<file path="src/rtl/hw_bridge_pkg.sv">
package hw_bridge_pkg;
  typedef enum logic [2:0] {
    PH_IDLE  = 3'd0,
    PH_WR_HI = 3'd1,
    PH_WR_LO = 3'd2,
    PH_RD_HI = 3'd3,
    PH_RD_LO = 3'd4
  } phase_e;
endpackage

</file>
<file path="src/rtl/hw_bridge_ctrl.sv">
module hw_bridge_ctrl
  import hw_bridge_pkg::*;
(
  input  logic   clk_i,
  input  logic   rst_ni,
  input  logic   req_ok_i,
  input  logic   we_i,
  input  logic   ext_ack_i,
  output phase_e phase_o
);
  phase_e phase_q, phase_d;

  always_comb begin
    phase_d = phase_q;
    unique case (phase_q)
      PH_IDLE:  if (req_ok_i) phase_d = we_i ? PH_WR_HI : PH_RD_HI;
      PH_WR_HI: if (ext_ack_i) phase_d = PH_WR_LO;
      PH_WR_LO: if (ext_ack_i) phase_d = PH_IDLE;
      PH_RD_HI: if (ext_ack_i) phase_d = PH_RD_LO;
      PH_RD_LO: if (ext_ack_i) phase_d = PH_IDLE;
      default:  phase_d = PH_IDLE;
    endcase
  end

  always_ff @(posedge clk_i or negedge rst_ni) begin
    if (!rst_ni) phase_q <= PH_IDLE;
    else         phase_q <= phase_d;
  end

  assign phase_o = phase_q;
endmodule

</file>
<file path="src/rtl/hw_bridge_latch.sv">
module hw_bridge_latch
  import hw_bridge_pkg::*;
#(
  parameter int unsigned AW = 32,
  parameter int unsigned DW = 32,
  localparam int unsigned HW = DW / 2
) (
  input  logic          clk_i,
  input  logic          rst_ni,
  input  phase_e        phase_i,
  input  logic          req_ok_i,
  input  logic          we_i,
  input  logic [AW-1:0] addr_i,
  input  logic [DW-1:0] wdata_i,
  output logic [AW-1:0] ext_addr_o,
  output logic [HW-1:0] ext_wdata_o,
  output logic [DW-1:0] held_data_o
);
  logic [AW-2:0] addr_q;
  logic [DW-1:0] data_q;
  logic          first_half;
  logic [AW-1:0] base_addr;

  // only accept new contents from idle; overlapping writes never land here
  always_ff @(posedge clk_i or negedge rst_ni) begin
    if (!rst_ni) begin
      addr_q <= '0;
      data_q <= '0;
    end else if (phase_i == PH_IDLE && req_ok_i) begin
      addr_q <= addr_i[AW-1:1];
      if (we_i) data_q <= wdata_i;
    end
  end

  assign first_half  = (phase_i == PH_WR_HI) || (phase_i == PH_RD_HI);
  assign base_addr   = {addr_q, 1'b0};
  assign ext_addr_o  = first_half ? base_addr : base_addr + AW'(2);
  assign ext_wdata_o = first_half ? data_q[DW-1:HW] : data_q[HW-1:0];
  assign held_data_o = data_q;
endmodule

</file>
<file path="src/rtl/hw_bridge_resp.sv">
module hw_bridge_resp
  import hw_bridge_pkg::*;
#(
  parameter int unsigned DW = 32,
  localparam int unsigned HW = DW / 2
) (
  input  logic          clk_i,
  input  logic          rst_ni,
  input  phase_e        phase_i,
  input  logic          req_ok_i,
  input  logic          we_i,
  input  logic [DW-1:0] held_data_i,
  input  logic          ext_ack_i,
  input  logic [HW-1:0] ext_rdata_i,
  output logic          ack_o,
  output logic [DW-1:0] rdata_o
);
  logic [HW-1:0] hi_q;
  logic          ack_q;
  logic [DW-1:0] rdata_q;
  logic          posting;

  assign posting = (phase_i == PH_WR_HI) || (phase_i == PH_WR_LO);

  always_ff @(posedge clk_i or negedge rst_ni) begin
    if (!rst_ni) begin
      hi_q    <= '0;
      ack_q   <= 1'b0;
      rdata_q <= '0;
    end else begin
      ack_q <= 1'b0;
      if (phase_i == PH_IDLE && req_ok_i && we_i) ack_q <= 1'b1;
      if (posting && req_ok_i) begin
        ack_q <= 1'b1;
        if (!we_i) rdata_q <= held_data_i;
      end
      if (phase_i == PH_RD_HI && ext_ack_i) hi_q <= ext_rdata_i;
      if (phase_i == PH_RD_LO && ext_ack_i) begin
        rdata_q <= {hi_q, ext_rdata_i};
        ack_q   <= 1'b1;
      end
    end
  end

  assign ack_o   = ack_q;
  assign rdata_o = rdata_q;
endmodule

</file>
<file path="src/rtl/hw_bridge.sv">
module hw_bridge
  import hw_bridge_pkg::*;
#(
  parameter int unsigned AW = 32,
  parameter int unsigned DW = 32,
  localparam int unsigned HW = DW / 2
) (
  input  logic          clk_i,
  input  logic          rst_ni,
  input  logic          cpu_req_i,
  input  logic          cpu_we_i,
  input  logic          cpu_cached_i,
  input  logic [AW-1:0] cpu_addr_i,
  input  logic [DW-1:0] cpu_wdata_i,
  output logic          cpu_ack_o,
  output logic [DW-1:0] cpu_rdata_o,
  output logic          busy_o,
  output logic          ext_req_o,
  output logic          ext_we_o,
  output logic [AW-1:0] ext_addr_o,
  output logic [HW-1:0] ext_wdata_o,
  input  logic          ext_ack_i,
  input  logic [HW-1:0] ext_rdata_i
);
  phase_e        phase;
  logic          req_ok;
  logic [DW-1:0] held_data;

  // cached requests are left unanswered
  assign req_ok = cpu_req_i && !cpu_cached_i;

  hw_bridge_ctrl u_ctrl (
    .clk_i    (clk_i),
    .rst_ni   (rst_ni),
    .req_ok_i (req_ok),
    .we_i     (cpu_we_i),
    .ext_ack_i(ext_ack_i),
    .phase_o  (phase)
  );

  hw_bridge_latch #(.AW(AW), .DW(DW)) u_latch (
    .clk_i      (clk_i),
    .rst_ni     (rst_ni),
    .phase_i    (phase),
    .req_ok_i   (req_ok),
    .we_i       (cpu_we_i),
    .addr_i     (cpu_addr_i),
    .wdata_i    (cpu_wdata_i),
    .ext_addr_o (ext_addr_o),
    .ext_wdata_o(ext_wdata_o),
    .held_data_o(held_data)
  );

  hw_bridge_resp #(.DW(DW)) u_resp (
    .clk_i      (clk_i),
    .rst_ni     (rst_ni),
    .phase_i    (phase),
    .req_ok_i   (req_ok),
    .we_i       (cpu_we_i),
    .held_data_i(held_data),
    .ext_ack_i  (ext_ack_i),
    .ext_rdata_i(ext_rdata_i),
    .ack_o      (cpu_ack_o),
    .rdata_o    (cpu_rdata_o)
  );

  assign busy_o    = (phase == PH_WR_HI) || (phase == PH_WR_LO);
  assign ext_req_o = (phase != PH_IDLE);
  assign ext_we_o  = busy_o;
endmodule

</file>
<file path="config.mk">
export PLATFORM = sky130hd
export DESIGN_NAME = hw_bridge
export DESIGN_NICKNAME = d
export VERILOG_FILES = /design/src/rtl/hw_bridge_pkg.sv /design/src/rtl/hw_bridge_ctrl.sv /design/src/rtl/hw_bridge_latch.sv /design/src/rtl/hw_bridge_resp.sv /design/src/rtl/hw_bridge.sv
export SDC_FILE = /design/constraint.sdc
export NUM_CORES = 1
export LEC_CHECK = 0
export CAP_MARGIN = 10
export CORE_ASPECT_RATIO = 0.9
export CORE_MARGIN = 2
export CORE_UTILIZATION = 42
export CTS_CLUSTER_DIAMETER = 60
export DETAILED_ROUTE_END_ITERATION = 7
export GPL_TIMING_DRIVEN = 0
export PLACE_DENSITY = 0.81
export SETUP_SLACK_MARGIN = 0.02
export SYNTH_ARGS = -nofsm -noshare
export SYNTH_HDL_FRONTEND = slang
export SYNTH_SLANG_ARGS = --single-unit
</file>
<file path="constraint.sdc">
create_clock -name clk_i -period 1.9 [get_ports clk_i]
set_clock_uncertainty 0.05 [all_clocks]
set_input_delay 0.38 -clock clk_i [delete_from_list [all_inputs] [get_ports clk_i]]
set_output_delay 0.38 -clock clk_i [all_outputs]
set_load 0.02 [all_outputs]
</file>
==> run_summary.xml <==
<?xml version="1.0" encoding="UTF-8"?>
<metrics>
  <group name="worst_setup_path">
    <metric name="critical_path.max_fanout" unit="">5</metric>
    <metric name="cpLargestDelayFamily" unit="">simple AND/OR/NAND/NOR gates</metric>
    <metric name="crit_path_top_delay_cell" unit="">sky130_fd_sc_hd__dfrtp_1</metric>
    <metric name="worstPathRequired" unit="ns">1.47</metric>
    <metric name="arrival" unit="ns">2.22</metric>
    <metric name="cp_slowest_stage_delay" unit="ns">0.38</metric>
    <metric name="critical_path.reg2reg.endpoint" unit="">u_resp.rdata_o[1]</metric>
    <metric name="rrSetupSlack" unit="ns">-0.43</metric>
    <metric name="worstSetupEndpointType" unit="">primary output</metric>
    <metric name="worst_r2r_startpoint" unit="">u_ctrl.phase_o[2]</metric>
    <metric name="setup.worst_path.start" unit="">u_latch.addr_q[0]</metric>
    <metric name="worstPathBufferInverterCount" unit="">1</metric>
    <metric name="cell_breakdown_of_the_critical_path" unit="">ha_2 &gt; and3_4 &gt; nand3_4 &gt; nor4_4 &gt; xor2_1 &gt; buf_4</metric>
    <metric name="setup.worst_path.start_class" unit="">flop</metric>
    <metric name="setup.worst_path.class" unit="">reg2out</metric>
    <metric name="reg2reg_depth" unit="">11</metric>
  </group>
  <group name="yosys">
    <metric name="synthesis.area" unit="mm²">0.00548</metric>
    <metric name="number_of_synthesized_register_bits" unit="">115</metric>
    <metric name="synth_cell_types" unit="">35</metric>
    <metric name="synth_sequential_area_ratio" unit="%">52.5</metric>
    <metric name="yosysWarningCount" unit="">0</metric>
    <metric name="synthesis.instances" unit="">547</metric>
    <metric name="postSynthNetCount" unit="">634</metric>
    <metric name="mapped_avg_cell_area" unit="µm²">10.0</metric>
  </group>
  <group name="finish">
    <metric name="synthToLayoutAreaGrowth" unit="%">103</metric>
    <metric name="finish.instance_area" unit="mm²">0.0111</metric>
    <metric name="fin_nets" unit="">926</metric>
    <metric name="antenna_cells" unit="">0</metric>
    <metric name="postLayoutCoreUtil" unit="%">87.1</metric>
    <metric name="drive_gt1_share" unit="%">61.2</metric>
    <metric name="post_layout_nonfiller_instances" unit="">1015</metric>
  </group>
  <group name="flow_run">
    <metric name="maxCapViolations" unit="">0</metric>
  </group>
  <group name="global_route">
    <metric name="grt_max_degree" unit="">92</metric>
    <metric name="wire_length_of_the_first_global_routing_pass" unit="mm">32.4</metric>
    <metric name="grt_most_used_layer" unit="">met2</metric>
    <metric name="global_route.usage.met2" unit="%">52.7</metric>
    <metric name="number_of_antenna_violations_at_the_first_check_in_global_routing" unit="">0</metric>
    <metric name="grt.met3_usage" unit="%">11.2</metric>
    <metric name="grt_overflow_total" unit="">0</metric>
    <metric name="grtUsageMet1" unit="%">33.7</metric>
    <metric name="grt_use_total" unit="%">30.5</metric>
    <metric name="first_global_vias" unit="">5902</metric>
  </group>
  <group name="route">
    <metric name="wire_per_inst" unit="µm">26.1</metric>
    <metric name="detail_route.wirelength" unit="mm">26.5</metric>
    <metric name="avgViaCountPerCell" unit="">5.81</metric>
    <metric name="route.detailed.drc" unit="">0</metric>
    <metric name="drt.antenna.violating_nets" unit="">0</metric>
    <metric name="routed-via-count" unit="">5897</metric>
    <metric name="drt-pass1-iter-count" unit="">8</metric>
    <metric name="dr.first_iter.drc_count" unit="">487</metric>
  </group>
  <group name="sta">
    <metric name="postLayoutSetupSlackWorst" unit="ns">-0.747</metric>
    <metric name="fin_tns_setup" unit="ns">-57.17</metric>
    <metric name="setup_violations" unit="">164</metric>
    <metric name="layout_min_cycle_time" unit="ns">2.65</metric>
    <metric name="number_of_hold_violations_in_the_final_report" unit="">0</metric>
    <metric name="finalMaxSlewViolations" unit="">0</metric>
    <metric name="min_period_over_period" unit="%">139</metric>
    <metric name="grt_setup_unrepaired" unit="">yes</metric>
    <metric name="fin_worst_hold_slack" unit="ns">0.335</metric>
    <metric name="achievable-frequency" unit="GHz">0.378</metric>
  </group>
  <group name="placement">
    <metric name="buffer_ports.inserted" unit="">167</metric>
    <metric name="preCtsSetupSlack" unit="ns">-0.903</metric>
    <metric name="hpwlAfterDp" unit="mm">11.7</metric>
    <metric name="placed_cell_area" unit="mm²">0.00772</metric>
    <metric name="placed_cell_count" unit="">879</metric>
    <metric name="routabilityCongestion" unit="">0.870</metric>
  </group>
  <group name="clock_tree">
    <metric name="cts_made_buffers" unit="">17</metric>
    <metric name="tritoncts" unit="">built</metric>
    <metric name="clock_sinks" unit="">115</metric>
    <metric name="cts.root.buffer_cell" unit="">sky130_fd_sc_hd__clkbuf_16</metric>
    <metric name="insertion_delay" unit="ns">0.43</metric>
    <metric name="clkSlewWorstSetupHoldPaths" unit="ns">0.06</metric>
    <metric name="cts.path.max_buffers" unit="">2</metric>
    <metric name="htree_num_levels" unit="">4</metric>
  </group>
  <group name="pwr">
    <metric name="power.internal" unit="mW">11.1</metric>
    <metric name="power_switching" unit="mW">8.01</metric>
    <metric name="sw_frac_of_total" unit="%">41.9</metric>
    <metric name="share_seq_of_total_power" unit="%">27.5</metric>
    <metric name="pwr_density_cell" unit="mW/mm²">1730</metric>
    <metric name="p_leak" unit="nW">5.64</metric>
    <metric name="comb_power_share" unit="%">54.6</metric>
    <metric name="peakVddDrop" unit="µV">1190</metric>
    <metric name="totalPowerFinal" unit="mW">19.1</metric>
    <metric name="clock_power_share" unit="%">17.9</metric>
  </group>
  <group name="die">
    <metric name="design.core.area" unit="mm²">0.0127</metric>
    <metric name="ioPinCount" unit="">170</metric>
    <metric name="floorplan.die_area" unit="mm²">0.0140</metric>
    <metric name="die_y" unit="µm">112</metric>
    <metric name="initial_utilization" unit="%">43.0</metric>
    <metric name="std_cell_rows" unit="">39</metric>
    <metric name="die_width" unit="µm">124</metric>
  </group>
  <group name="outcome">
    <metric name="status" unit="">finished with violations</metric>
    <metric name="violations" unit="">setup timing</metric>
  </group>
  <group name="min_path">
    <metric name="hp-class" unit="">in2async</metric>
  </group>
</metrics>
[flip-flops by register name, summed over array words and instances (netlist names)]
register and count:
u_latch.held_data_o 32, u_latch.addr_q 31, u_resp.rdata_o 32, u_ctrl.phase_o 3, u_resp.hi_q 16, u_resp.ack_o 1
[kinds of logic (layout without fill, tap and decap cells)]
group                    after synthesis  in the layout  share of synthesized area, %
AND/OR/NAND/NOR                      242            242                          19.3
other                                  1              1                        0.0684
multiplexers                          80             80                          15.7
flip-flops                           115            115                          52.5
buffers and inverters                 35            339                          2.97
adder cells (fa/ha/maj)                1              1                         0.228
XOR/XNOR                              31             31                          4.96
AO/OA/AOI/OAI                         42             42                          4.27
[final cells by class]
cell class                 count  area [µm²]
clock buffer                  19         453
multi-input combinational    397        3890
inverter                       3        11.3
clock inverter                12         155
sequential                   115        2900
tap                          164         205
fill                         532        1640
timing repair buffer         278        3060
buffer                        27         432
[power groups by stage]
stage / Combinational, mW / Clock, mW / Sequential, mW
floorplan: 3.48 / 0 / 4.93
global placement: 6.60 / 0 / 4.71
detailed placement: 6.73 / 0 / 4.79
CTS: 8.31 / 3.31 / 4.83
global route: 10.9 / 3.54 / 5.34
finish: 10.5 / 3.42 / 5.27
[worst max path at each step]
stage                     cells past startpoint            endpoint  slack [ns]
after CTS                                     7      ext_addr_o[25]       -0.55
after floorplan                               6      ext_addr_o[24]       -0.25
after global placement                        1  u_resp.rdata_o[18]       -3.95
final                                         6      ext_addr_o[29]       -0.75
after global routing                          6      ext_addr_o[29]       -0.80
after detailed placement                      6      ext_addr_o[30]       -0.90
[per-layer routing]
layer / share of wire [%] / vias to the layer above
li1: - / 2431
met1: 35 / 2965
met2: 52 / 382
met3: 7.8 / 119
met4: 5.1 / 0
met5: 0 / -
[cells in the mapped netlist]
| library cell | instances | area (µm²) |
|---|---|---|
| sky130_fd_sc_hd__nand2_1 | 151 | 567 |
| sky130_fd_sc_hd__dfrtp_1 | 115 | 2880 |
| sky130_fd_sc_hd__nor2_1 | 38 | 143 |
| sky130_fd_sc_hd__a21oi_1 | 33 | 165 |
| sky130_fd_sc_hd__mux2i_1 | 32 | 320 |
| sky130_fd_sc_hd__mux2_1 | 29 | 327 |
| sky130_fd_sc_hd__mux2_2 | 19 | 214 |
| sky130_fd_sc_hd__xnor2_1 | 16 | 140 |
| sky130_fd_sc_hd__xor2_1 | 15 | 131 |
| sky130_fd_sc_hd__clkbuf_1 | 14 | 52.6 |
| sky130_fd_sc_hd__buf_2 | 13 | 65.1 |
| sky130_fd_sc_hd__nand3_1 | 11 | 55.1 |
| sky130_fd_sc_hd__nor4_1 | 11 | 68.8 |
| sky130_fd_sc_hd__nand4_1 | 10 | 62.6 |
| sky130_fd_sc_hd__and3_1 | 7 | 43.8 |
| sky130_fd_sc_hd__o21ai_0 | 5 | 25.0 |
| sky130_fd_sc_hd__buf_4 | 4 | 30.0 |
| sky130_fd_sc_hd__and4_1 | 3 | 26.3 |
| sky130_fd_sc_hd__inv_1 | 3 | 11.3 |
| sky130_fd_sc_hd__nor3_1 | 2 | 10.0 |
| sky130_fd_sc_hd__or3_1 | 2 | 12.5 |
| sky130_fd_sc_hd__a211oi_1 | 1 | 7.51 |
| sky130_fd_sc_hd__and4b_1 | 1 | 10.0 |
| sky130_fd_sc_hd__buf_1 | 1 | 3.75 |
| sky130_fd_sc_hd__conb_1 | 1 | 3.75 |
| sky130_fd_sc_hd__ha_1 | 1 | 12.5 |
| sky130_fd_sc_hd__nand2_2 | 1 | 6.26 |
| sky130_fd_sc_hd__nand2b_1 | 1 | 6.26 |
| sky130_fd_sc_hd__nand4bb_1 | 1 | 11.3 |
| sky130_fd_sc_hd__nor2b_1 | 1 | 6.26 |
| sky130_fd_sc_hd__nor3_4 | 1 | 16.3 |
| sky130_fd_sc_hd__o211ai_1 | 1 | 7.51 |
| sky130_fd_sc_hd__o21a_1 | 1 | 7.51 |
| sky130_fd_sc_hd__o31ai_4 | 1 | 21.3 |
| sky130_fd_sc_hd__or3b_4 | 1 | 11.3 |
[repair_timing]
item,CTS,global route
hold buffers,1,0
endpoints found under the setup margin,157,168
cloned,9,8
pin swaps,84,101
hold endpoints to repair,24,0
gates resized for setup,497,276
buffers inserted,50,48
[placed cells by master, fill, tap and decap left out, types with 13 or more instances in the layout]
| cell | n |
|---|---|
| sky130_fd_sc_hd__clkdlybuf4s50_1 | 91 |
| sky130_fd_sc_hd__a21oi_2 | 30 |
| sky130_fd_sc_hd__mux2_2 | 19 |
| sky130_fd_sc_hd__buf_6 | 68 |
| sky130_fd_sc_hd__xnor2_2 | 13 |
| sky130_fd_sc_hd__mux2i_1 | 30 |
| sky130_fd_sc_hd__dfrtp_2 | 14 |
| sky130_fd_sc_hd__clkbuf_16 | 28 |
| sky130_fd_sc_hd__nand2_1 | 39 |
| sky130_fd_sc_hd__dlymetal6s2s_1 | 25 |
| sky130_fd_sc_hd__mux2_4 | 29 |
| sky130_fd_sc_hd__buf_4 | 73 |
| sky130_fd_sc_hd__dfrtp_1 | 101 |
| sky130_fd_sc_hd__buf_8 | 15 |
| sky130_fd_sc_hd__nor2_4 | 22 |
| sky130_fd_sc_hd__nand2_2 | 67 |
| sky130_fd_sc_hd__nand2_4 | 45 |
Note: power is estimated with default switching activity, not from simulation.
